$ cat config.mk
export PLATFORM = sky130hd
export DESIGN_NAME = imp_sweep_seq
export DESIGN_NICKNAME = d
export VERILOG_FILES = /design/src/rtl/imp_sweep_pkg.sv /design/src/rtl/imp_sweep_regs.sv /design/src/rtl/imp_sweep_settle.sv /design/src/rtl/imp_sweep_fsm.sv /design/src/rtl/imp_sweep_temp.sv /design/src/rtl/imp_sweep_seq.sv
export SDC_FILE = /design/constraint.sdc
export NUM_CORES = 1
export LEC_CHECK = 0
export ABC_CLOCK_PERIOD_IN_PS = 3500
export BUFFER_PORTS_ARGS = -buffer_cell sky130_fd_sc_hd__buf_2
export CAP_MARGIN = 20
export CORE_MARGIN = 5
export CORE_UTILIZATION = 30
export CTS_BUF_LIST = sky130_fd_sc_hd__clkbuf_4
export CTS_CLUSTER_SIZE = 12
export DETAILED_ROUTE_END_ITERATION = 10
export GPL_TIMING_DRIVEN = 1
export PLACE_DENSITY = 0.49
export SKIP_CTS_REPAIR_TIMING = 1
export SYNTH_ARGS = -nofsm -noshare
export SYNTH_HDL_FRONTEND = slang
export SYNTH_SLANG_ARGS = --single-unit
$ cat constraint.sdc
create_clock -name clk -period 3.5 [get_ports clk]
set_input_delay 0.525 -clock clk [delete_from_list [all_inputs] [get_ports clk]]
set_output_delay 0.525 -clock clk [all_outputs]
set_load 0.1 [all_outputs]
$ cat src/rtl/imp_sweep_pkg.sv
package imp_sweep_pkg;
  typedef enum logic [3:0] {
    OP_NONE   = 4'h0,
    OP_INIT   = 4'h1,
    OP_START  = 4'h2,
    OP_STEP   = 4'h3,
    OP_REPEAT = 4'h4,
    OP_TEMP   = 4'h9,
    OP_PDN    = 4'hA,
    OP_STBY   = 4'hB
  } op_e;

  typedef enum logic [2:0] {
    ST_IDLE, ST_STBY, ST_PRIME, ST_SETTLE, ST_MEAS, ST_HOLD
  } seq_state_e;

  localparam logic [7:0] ADR_CTRL_HI = 8'h80;
  localparam logic [7:0] ADR_CTRL_LO = 8'h81;
  localparam logic [7:0] ADR_START   = 8'h82;
  localparam logic [7:0] ADR_STEP    = 8'h85;
  localparam logic [7:0] ADR_NUM     = 8'h88;
  localparam logic [7:0] ADR_SETTLE  = 8'h8A;
  localparam logic [7:0] ADR_STATUS  = 8'h8F;
  localparam logic [7:0] ADR_TEMP    = 8'h92;
  localparam logic [7:0] ADR_REAL    = 8'h94;
  localparam logic [7:0] ADR_IMAG    = 8'h96;

  localparam int STAT_TEMP = 0;
  localparam int STAT_DATA = 1;
  localparam int STAT_DONE = 2;
endpackage

$ cat src/rtl/imp_sweep_regs.sv
module imp_sweep_regs
  import imp_sweep_pkg::*;
#(
  parameter int FREQ_W   = 24,
  parameter int NUM_W    = 9,
  parameter int SETTLE_W = 11,
  parameter int RES_W    = 16
) (
  input  logic                clk,
  input  logic                rst,
  input  logic                bus_sel,
  input  logic                bus_we,
  input  logic [7:0]          bus_addr,
  input  logic [7:0]          bus_wdata,
  output logic [7:0]          bus_rdata,
  output logic                bus_rvalid,
  input  logic [2:0]          status,
  input  logic [RES_W-1:0]    temp_q,
  input  logic [RES_W-1:0]    re_q,
  input  logic [RES_W-1:0]    im_q,
  output logic [7:0]          ctrl_hi,
  output logic                ext_clk,
  output logic [FREQ_W-1:0]   start_freq,
  output logic [FREQ_W-1:0]   step_freq,
  output logic [NUM_W-1:0]    num_steps,
  output logic [SETTLE_W-1:0] settle_cfg,
  output logic                cmd_stb,
  output logic [3:0]          cmd_code,
  output logic                soft_rst
);
  localparam int FB = FREQ_W / 8;

  logic [7:0] rd_byte;

  always_ff @(posedge clk) begin
    if (rst) begin
      ctrl_hi    <= '0;
      ext_clk    <= 1'b0;
      start_freq <= '0;
      step_freq  <= '0;
      num_steps  <= '0;
      settle_cfg <= '0;
      cmd_stb    <= 1'b0;
      cmd_code   <= '0;
      soft_rst   <= 1'b0;
      bus_rdata  <= '0;
      bus_rvalid <= 1'b0;
    end else begin
      cmd_stb    <= 1'b0;
      soft_rst   <= 1'b0;
      bus_rvalid <= bus_sel && !bus_we;
      if (bus_sel && !bus_we) bus_rdata <= rd_byte;
      if (bus_sel && bus_we) begin
        if (bus_addr == ADR_CTRL_HI) begin
          ctrl_hi  <= bus_wdata;
          cmd_stb  <= 1'b1;
          cmd_code <= bus_wdata[7:4];
        end
        if (bus_addr == ADR_CTRL_LO) begin
          ext_clk  <= bus_wdata[3];
          soft_rst <= bus_wdata[4];
        end
        for (int b = 0; b < FB; b++) begin
          if (bus_addr == ADR_START + 8'(b)) start_freq[8*(FB-1-b) +: 8] <= bus_wdata;
          if (bus_addr == ADR_STEP  + 8'(b)) step_freq[8*(FB-1-b) +: 8]  <= bus_wdata;
        end
        if (bus_addr == ADR_NUM)           num_steps[NUM_W-1:8]     <= bus_wdata[NUM_W-9:0];
        if (bus_addr == ADR_NUM + 8'd1)    num_steps[7:0]           <= bus_wdata;
        if (bus_addr == ADR_SETTLE)        settle_cfg[SETTLE_W-1:8] <= bus_wdata[SETTLE_W-9:0];
        if (bus_addr == ADR_SETTLE + 8'd1) settle_cfg[7:0]          <= bus_wdata;
      end
    end
  end

  always_comb begin
    rd_byte = '0;
    case (bus_addr)
      ADR_CTRL_HI:        rd_byte = ctrl_hi;
      ADR_CTRL_LO:        rd_byte = {4'b0, ext_clk, 3'b0};
      ADR_NUM:            rd_byte = 8'(num_steps >> 8);
      ADR_NUM + 8'd1:     rd_byte = num_steps[7:0];
      ADR_SETTLE:         rd_byte = 8'(settle_cfg >> 8);
      ADR_SETTLE + 8'd1:  rd_byte = settle_cfg[7:0];
      ADR_STATUS:         rd_byte = {5'b0, status};
      ADR_TEMP:           rd_byte = temp_q[15:8];
      ADR_TEMP + 8'd1:    rd_byte = temp_q[7:0];
      ADR_REAL:           rd_byte = re_q[15:8];
      ADR_REAL + 8'd1:    rd_byte = re_q[7:0];
      ADR_IMAG:           rd_byte = im_q[15:8];
      ADR_IMAG + 8'd1:    rd_byte = im_q[7:0];
      default:            rd_byte = '0;
    endcase
    for (int b = 0; b < FB; b++) begin
      if (bus_addr == ADR_START + 8'(b)) rd_byte = start_freq[8*(FB-1-b) +: 8];
      if (bus_addr == ADR_STEP  + 8'(b)) rd_byte = step_freq[8*(FB-1-b) +: 8];
    end
  end
endmodule

$ cat src/rtl/imp_sweep_settle.sv
module imp_sweep_settle #(
  parameter int CNT_W = 9,
  parameter int MUL_W = 2
) (
  input  logic                   clk,
  input  logic                   rst,
  input  logic                   load,
  input  logic                   tick,
  input  logic [CNT_W+MUL_W-1:0] cfg,
  output logic                   done
);
  localparam int REM_W = CNT_W + 2;

  logic [REM_W-1:0] remain;
  logic [REM_W-1:0] total;
  logic [CNT_W-1:0] base;

  assign base = cfg[CNT_W-1:0];

  always_comb begin
    case (cfg[CNT_W +: MUL_W])
      2'b01:   total = {1'b0, base, 1'b0};
      2'b11:   total = {base, 2'b00};
      default: total = {2'b00, base};
    endcase
  end

  always_ff @(posedge clk) begin
    if (rst)                      remain <= '0;
    else if (load)                remain <= total;
    else if (tick && remain != 0) remain <= remain - 1'b1;
  end

  assign done = (remain == '0) && !load;
endmodule

$ cat src/rtl/imp_sweep_fsm.sv
module imp_sweep_fsm
  import imp_sweep_pkg::*;
#(
  parameter int FREQ_W = 24,
  parameter int NUM_W  = 9,
  parameter int RES_W  = 16
) (
  input  logic              clk,
  input  logic              rst,
  input  logic              cmd_stb,
  input  logic [3:0]        cmd_code,
  input  logic              soft_rst,
  input  logic [FREQ_W-1:0] start_freq,
  input  logic [FREQ_W-1:0] step_freq,
  input  logic [NUM_W-1:0]  num_steps,
  input  logic              settle_done,
  input  logic              meas_ack,
  input  logic [RES_W-1:0]  meas_re,
  input  logic [RES_W-1:0]  meas_im,
  output logic              settle_load,
  output logic [FREQ_W-1:0] freq_word,
  output logic              excite_en,
  output logic              meas_req,
  output logic              data_valid,
  output logic              sweep_done,
  output logic [RES_W-1:0]  re_q,
  output logic [RES_W-1:0]  im_q
);
  seq_state_e state;
  op_e        op;
  logic [NUM_W-1:0] pts;
  logic acc_init, acc_start, acc_step, acc_rep, go_idle;

  assign op        = op_e'(cmd_code);
  assign go_idle   = soft_rst || (cmd_stb && op == OP_PDN);
  assign acc_init  = cmd_stb && op == OP_INIT && (state == ST_IDLE || state == ST_STBY);
  assign acc_start = cmd_stb && op == OP_START && state == ST_PRIME;
  assign acc_step  = cmd_stb && op == OP_STEP && state == ST_HOLD && !sweep_done;
  assign acc_rep   = cmd_stb && op == OP_REPEAT && state == ST_HOLD;
  assign settle_load = !go_idle && (acc_start || acc_step || acc_rep);

  always_ff @(posedge clk) begin
    if (rst) begin
      state      <= ST_IDLE;
      freq_word  <= '0;
      pts        <= '0;
      data_valid <= 1'b0;
      sweep_done <= 1'b0;
      re_q       <= '0;
      im_q       <= '0;
    end else if (go_idle) begin
      state      <= ST_IDLE;
      data_valid <= 1'b0;
      sweep_done <= 1'b0;
    end else if (cmd_stb && op == OP_STBY) begin
      state <= ST_STBY;
    end else if (acc_init) begin
      state      <= ST_PRIME;
      freq_word  <= start_freq;
      pts        <= '0;
      data_valid <= 1'b0;
      sweep_done <= 1'b0;
    end else if (acc_start) begin
      state <= ST_SETTLE;
    end else if (acc_step) begin
      state      <= ST_SETTLE;
      freq_word  <= freq_word + step_freq;
      pts        <= pts + 1'b1;
      data_valid <= 1'b0;
    end else if (acc_rep) begin
      state      <= ST_SETTLE;
      data_valid <= 1'b0;
      sweep_done <= 1'b0;
    end else if (state == ST_SETTLE && settle_done) begin
      state <= ST_MEAS;
    end else if (state == ST_MEAS && meas_ack) begin
      state      <= ST_HOLD;
      re_q       <= meas_re;
      im_q       <= meas_im;
      data_valid <= 1'b1;
      sweep_done <= (pts == num_steps);
    end
  end

  assign meas_req  = (state == ST_MEAS);
  assign excite_en = (state == ST_PRIME) || (state == ST_SETTLE) ||
                     (state == ST_MEAS) || (state == ST_HOLD);
endmodule

$ cat src/rtl/imp_sweep_temp.sv
module imp_sweep_temp
  import imp_sweep_pkg::*;
#(
  parameter int TEMP_W = 14,
  parameter int RES_W  = 16
) (
  input  logic              clk,
  input  logic              rst,
  input  logic              cmd_stb,
  input  logic [3:0]        cmd_code,
  input  logic              soft_rst,
  input  logic              temp_ack,
  input  logic [TEMP_W-1:0] temp_in,
  output logic              temp_req,
  output logic              temp_valid,
  output logic [RES_W-1:0]  temp_q
);
  op_e op;
  assign op = op_e'(cmd_code);

  always_ff @(posedge clk) begin
    if (rst) begin
      temp_req   <= 1'b0;
      temp_valid <= 1'b0;
      temp_q     <= '0;
    end else if (soft_rst || (cmd_stb && op == OP_PDN)) begin
      temp_req   <= 1'b0;
      temp_valid <= 1'b0;
    end else if (cmd_stb && op == OP_TEMP && !temp_req) begin
      temp_req   <= 1'b1;
      temp_valid <= 1'b0;
    end else if (temp_req && temp_ack) begin
      temp_req   <= 1'b0;
      temp_valid <= 1'b1;
      temp_q     <= {{(RES_W-TEMP_W){temp_in[TEMP_W-1]}}, temp_in};
    end
  end
endmodule

$ cat src/rtl/imp_sweep_seq.sv
module imp_sweep_seq
  import imp_sweep_pkg::*;
#(
  parameter int FREQ_W   = 24,
  parameter int NUM_W    = 9,
  parameter int CNT_W    = 9,
  parameter int MUL_W    = 2,
  parameter int RES_W    = 16,
  parameter int TEMP_W   = 14
) (
  input  logic              clk,
  input  logic              rst,
  input  logic              bus_sel,
  input  logic              bus_we,
  input  logic [7:0]        bus_addr,
  input  logic [7:0]        bus_wdata,
  output logic [7:0]        bus_rdata,
  output logic              bus_rvalid,
  input  logic              period_tick,
  output logic              meas_req,
  input  logic              meas_ack,
  input  logic [RES_W-1:0]  meas_re,
  input  logic [RES_W-1:0]  meas_im,
  output logic              temp_req,
  input  logic              temp_ack,
  input  logic [TEMP_W-1:0] temp_in,
  output logic [FREQ_W-1:0] freq_word,
  output logic              excite_en,
  output logic [1:0]        out_range,
  output logic              pga_unity,
  output logic              ext_clk_sel
);
  localparam int SETTLE_W = CNT_W + MUL_W;

  logic [7:0]          ctrl_hi;
  logic [FREQ_W-1:0]   start_freq, step_freq;
  logic [NUM_W-1:0]    num_steps;
  logic [SETTLE_W-1:0] settle_cfg;
  logic                cmd_stb, soft_rst;
  logic [3:0]          cmd_code;
  logic [2:0]          status;
  logic [RES_W-1:0]    temp_q, re_q, im_q;
  logic                settle_load, settle_done;
  logic                data_valid, sweep_done, temp_valid;

  assign status[STAT_TEMP] = temp_valid;
  assign status[STAT_DATA] = data_valid;
  assign status[STAT_DONE] = sweep_done;

  imp_sweep_regs #(.FREQ_W(FREQ_W), .NUM_W(NUM_W), .SETTLE_W(SETTLE_W), .RES_W(RES_W)) i_regs (
    .clk(clk), .rst(rst), .bus_sel(bus_sel), .bus_we(bus_we), .bus_addr(bus_addr),
    .bus_wdata(bus_wdata), .bus_rdata(bus_rdata), .bus_rvalid(bus_rvalid),
    .status(status), .temp_q(temp_q), .re_q(re_q), .im_q(im_q),
    .ctrl_hi(ctrl_hi), .ext_clk(ext_clk_sel), .start_freq(start_freq),
    .step_freq(step_freq), .num_steps(num_steps), .settle_cfg(settle_cfg),
    .cmd_stb(cmd_stb), .cmd_code(cmd_code), .soft_rst(soft_rst)
  );

  imp_sweep_settle #(.CNT_W(CNT_W), .MUL_W(MUL_W)) i_settle (
    .clk(clk), .rst(rst), .load(settle_load), .tick(period_tick),
    .cfg(settle_cfg), .done(settle_done)
  );

  imp_sweep_fsm #(.FREQ_W(FREQ_W), .NUM_W(NUM_W), .RES_W(RES_W)) i_fsm (
    .clk(clk), .rst(rst), .cmd_stb(cmd_stb), .cmd_code(cmd_code), .soft_rst(soft_rst),
    .start_freq(start_freq), .step_freq(step_freq), .num_steps(num_steps),
    .settle_done(settle_done), .meas_ack(meas_ack), .meas_re(meas_re), .meas_im(meas_im),
    .settle_load(settle_load), .freq_word(freq_word), .excite_en(excite_en),
    .meas_req(meas_req), .data_valid(data_valid), .sweep_done(sweep_done),
    .re_q(re_q), .im_q(im_q)
  );

  imp_sweep_temp #(.TEMP_W(TEMP_W), .RES_W(RES_W)) i_temp (
    .clk(clk), .rst(rst), .cmd_stb(cmd_stb), .cmd_code(cmd_code), .soft_rst(soft_rst),
    .temp_ack(temp_ack), .temp_in(temp_in), .temp_req(temp_req),
    .temp_valid(temp_valid), .temp_q(temp_q)
  );

  assign out_range = ctrl_hi[2:1];
  assign pga_unity = ctrl_hi[0];
endmodule

---- Word-level counts from Yosys, hierarchy flattened ----
Cells that the tools add are included.
cells by class
  reduce and logical (&&, ||, !) cells .... 67
  mux-type cells .......................... 38
  add/subtract/negate cells ............... 3
  eq/ne operators ......................... 38
  bitwise logic cells ..................... 10
operator list
  operator                 count
  $eq A8 B8 Y1 const B     19
  $pmux W8 S13             1
  $mux W24                 3
  $mux W8                  6
  $mux W9                  3
  $add A24 B24 Y24         1
  $reduce_and A2 Y1        12
  $mux W11                 2
  $pmux W11 S2             1
  $logic_and A1 B1 Y1      21
  $mux W1                  16
  $eq A4 B4 Y1 const B     3
  $logic_not A11 Y1        1
  $reduce_bool A11 Y1      1
  $sub A11 B1 Y11 const B  1
  $not A1 Y1               10
  $add A9 B1 Y9 const B    1
  $eq A9 B9 Y1             1
  $reduce_or A3 Y1         3
  $eq A4 B2 Y1 const B     2
  $mux W2                  4
  $reduce_and A4 Y1        2
  $reduce_and A8 Y1        1
  $reduce_bool A2 Y1       4
  22 further kinds         37
word-level totals
  word-level logic and storage cells ...... 186
  register bits ........................... 189
  output and inout port bits .............. 40
  input port bits ......................... 69

---- Longest topological paths before layout ----
  word-level depth ........................ 16
  depth in mapped cells ................... 11
  depth with buffers taken out ............ 11

---- Hierarchy ----
A second synthesis with hierarchy kept.
unflattened totals
  cells, all modules ...................... 1335
  area, all modules ....................... 10515.1 µm²
modules (own cells, without submodules)
  module            area each (µm²)  sequential area each (µm²)  cells each  times used
  imp_sweep_regs    4614.4           1761.7                      592         1
  imp_sweep_fsm     4220.3           1401.3                      551         1
  imp_sweep_settle  905.9            220.2                       116         1
  imp_sweep_temp    774.5            320.3                       76          1

---- Worst setup path after synthesis ----
No wires, ideal clock.
  path kind ............................... flip-flop to flip-flop
  start ................................... register i_fsm.freq_word[0]
  end ..................................... register i_fsm.freq_word[20]
  arrival ................................. 3.244 ns
  clock period less this slack ............ 3.335 ns
  setup time .............................. 0.091 ns
  stages on the path, launching flop included .. 12
  slack ................................... 0.165 ns
  required time ........................... 3.409 ns
  path buffers ............................ 0
  path through ............................ dfxtp_1 -> ha_1 -> fa_1 -> a211oi_1 -> nor2_1 -> o32a_1 -> a31oi_1 -> o21ai_1 -> a31oi_1 -> xnor2_1 -> nand2_1 -> a311oi_1
on the way
  cells in the longest elaborated chain, start to end .. 4
RTL lines
  element                 line                 RTL
  from (decl)             imp_sweep_fsm.sv:21  output logic [FREQ_W-1:0] freq_word,
  from (signal assigned)  imp_sweep_fsm.sv:59  freq_word <= start_freq;
  from (signal assigned)  imp_sweep_fsm.sv:67  freq_word <= freq_word + step_freq;
  $add A24 B24 Y24        imp_sweep_fsm.sv:67
  $mux W24                imp_sweep_fsm.sv:65  end else if (acc_step) begin
  $mux W24                imp_sweep_fsm.sv:63  end else if (acc_start) begin
  $mux W24                imp_sweep_fsm.sv:57  end else if (acc_init) begin
Every way passes these cells. The select of a mux whose other input is x is not followed.
A chain may end at the register's enable or synchronous reset.

---- Worst setup path after layout ----
Ends and elaborated chain as after synthesis.

==> reports/results.txt <==
Status - complete, no violations
Crit-path slowest cell - fa_1
Post-route ant nets - 0
Worst hold path depth - 3
1st-pass router iterations - 7
Die height - 189 um
Clk root buf - clkbuf_4
Worst R2R End - i_fsm.freq_word[20]
Type of the most critical hold path - in -> reg
Top-area cell type share of the netlist area - 38.7%
Die X - 189 um
Setup Total Neg Slack - 0 ns
Post-synth cell types - 67
DP HPWL - 24.4 mm
# H-tree levels - 4
Share of cells above drive strength 1 - 14.1%
Die area - 0.0356 sq mm
Yosys warns - 0
Average cell area after synthesis - 7.78 sq um
Area contributors post-synth - dfxtp_1 39%, nand2_1 11%, a21oi_1 7.7%
DRC viols - 0
Synth Flop Type - dfxtp_1
Dpl cells - 1685
Fill count - 3431
TritonCTS clock tree - built
Worst endpoint data arrival time - 3.66 ns
Peak supply drop - 0.147 mV
Worst Tran Pin Value - 0.666 ns
First-pass GRT wire length - 51.0 mm
Crit path kind - reg -> reg
GP Congestion - 0.905
Cts bufs inserted - 17
Worst Path Required - 4.03 ns
Sequential fraction of the synthesis area - 38.7%
Vias in the first global route - 8488
CP startpoint kind - register
Wirelength, routed - 32.6 mm
Worst-skew pair later-pin latency - 0.62 ns
Initial antenna violation count - 4
Post-Syn Instances - 1231
CP peak stage delay - 0.46 ns
Bufs on Longest Clock Path - 2
CP cell instances - ha_1 -> fa_1 -> a211oi_1 -> nor2_1 -> o32a_1 -> a31oi_1 -> buf_4 -> o21ai_1 -> a31oi_1 -> xnor2_1 -> nand2_1 -> a311oi_1
Skew final - 0.0358 ns
Slew Viols, Final - 0
Worst r2r path cells - 12
Io pins - 109
Power, Total - 0.00395 W
Reg-to-Reg Start - i_fsm.freq_word[0]
EDFF count, synth - 0
RSZ-0062 raised after global routing - false
Area of the multi-input gates - 0.00552 sq mm
Port-buffer cells - 108
GRT Total Usage - 18.0%
Delay-heaviest family, CP - compound AO/OA/AOI/OAI gates
Worst-path fanout max - 3
R2R Setup Slk - 0.38 ns
Async SR Flop Fraction - 0%
Total of max-cap violations - 0
Area growth, synth to finish - 12.8%
Tcrit/Tclk final - 89.2%
PD cells - 366 mW/mm^2
Starting DRC count in detailed routing - 802
Worst slew margin - 55.5%
Flop and latch count out of synthesis - 185
Final hold violations - 0
Rows - 65
Initial Utilization - 30.3%
Vias/cell - 5.26
Leakage - 3.86 nW
HP Start - meas_im[1]
Largest area contributor in the netlist - dfxtp_1
Max Fclk - 320 MHz
Crit-path most repeated cell - a31oi_1
Pin count of the biggest net entering global routing - 75
GR Layer Usage met3 - 3.11%
Final setup viols - 0
Met2 Track Usage GR - 27.3%
Crit path capture type - register
Buf/Inv on CP - 1
Vias - 9037
Wire per inst - 19.0 um
Register Area - 0.00370 sq mm
Clk sinks - 185
Grt total ovfl - 0
GR Util met1 - 26.6%
Final Non-Filler Cells - 1719
Synthesized area - 0.00957 sq mm
Worst-path clk slew - 0.18 ns
Syn Nets - 1327
Most used routing layer - met2
Most frequent cells in the layout - 280 x nand2_1, 185 x dfxtp_1, 148 x a21oi_1
Core area - 0.0316 sq mm
Final net count - 1398
Commonest non-fill, non-tap cell in the layout - nand2_1
Hold Crit Endpoint - i_fsm.im_q[1]
Min Clock Period, post-route - 3.12 ns
-- kinds of logic after synthesis --
| family | after synthesis | synth area share, % |
|---|---|---|
| fa+ha+maj | 27 | 3.61 |
| flops | 185 | 38.7 |
| xor+xnor | 38 | 3.48 |
| buf+inv | 92 | 3.84 |
| mux | 44 | 5.19 |
| simple gates | 519 | 23.9 |
| compound gates | 326 | 21.3 |
-- worst max-delay path by stage --
stage / start / to / depth (start not counted)
3_5_place_dp: i_fsm.freq_word[0] / i_fsm.freq_word[20] / 12
3_3_place_gp: i_fsm.freq_word[0] / i_fsm.freq_word[20] / 12
5_1_grt: i_fsm.freq_word[0] / i_fsm.freq_word[20] / 12
6_report: i_fsm.freq_word[0] / i_fsm.freq_word[20] / 12
4_1_cts: i_fsm.freq_word[0] / i_fsm.freq_word[20] / 12
2_1_floorplan: i_fsm.freq_word[0] / i_fsm.freq_word[20] / 11
-- routing by layer --
layer	share of wire, %	up-vias	wire length (um)
met5	0.064	-	21
met4	1.3	4	418
met3	4.7	31	1540
met2	43	246	14100
met1	51	4244	16500
li1	-	4512	-
-- where the power goes --
part | leakage, nW | internal (W) | switching (W)
sequential | 1.49 | 0.00216 | 0.0000420
clock | 0.138 | 0.000310 | 0.000862
combinational | 2.23 | 0.000220 | 0.000357
-- flip-flops by register name, indices dropped and copies added, names as in the netlist --
signal,cells
i_regs.ctrl_hi,5
i_fsm.data_valid,1
i_fsm.re_q,16
i_regs.soft_rst,1
i_temp.temp_q,14
i_regs.cmd_code,3
i_regs.bus_rvalid,1
i_fsm.pts,9
i_fsm.im_q,16
i_regs.settle_cfg,11
i_regs.ext_clk,1
i_temp.temp_valid,1
i_regs.cmd_stb,1
i_regs.step_freq,24
i_fsm.freq_word,24
i_settle.remain,11
i_regs.bus_rdata,8
i_fsm.sweep_done,1
i_regs.num_steps,9
i_temp.temp_req,1
i_fsm.state,3
i_regs.start_freq,24
-- through the flow --
step	instance area [sq um]	hold WS [ns]	worst slack [ns]	utilization [%]
finish	10800	0.128	0.377	34.2
global placement	10500	0.442	0.475	33.4
detailed placement	10500	0.444	0.391	33.4
floorplan	9570	0.433	0.165	-
global route	10800	0.0727	0.188	34.2
CTS	10800	0.0783	0.369	34.2
-- worst register-to-register path: cells and delay by family (launching register included) --
kind / cells / cell delay, ns
simple gates: 2 / 0.20
compound gates: 6 / 1.51
xor+xnor: 1 / 0.15
flops: 1 / 0.35
fa+ha+maj: 2 / 0.70
buf+inv: 1 / 0.15
-- layout make-up --
cell class,count,share of cell area [%]
timing repair buffer,135,7.17
multi-input combinational,954,51.1
tap,402,4.66
antenna,2,0.0463
clock buffer,17,1.18
clock inverter,15,1.24
sequential,185,34.3
inverter,9,0.313
-- synth_stat cells (9+ instances only) --
cell type and count:
nand2_1 280, dfxtp_1 185, a21oi_1 148, nor2_1 112
clkbuf_1 63, o21ai_0 38, mux2i_1 35, nand3_1 31
ha_1 26, a211oi_1 23, xnor2_1 23, a311oi_1 17
xor2_1 15, nor3_1 14, a21o_1 13, a31oi_1 12
nand2b_1 11, o211ai_1 11, a22oi_1 10, and3_1 9
buf_2 9, inv_1 9
(Power assumes the default switching activity.)
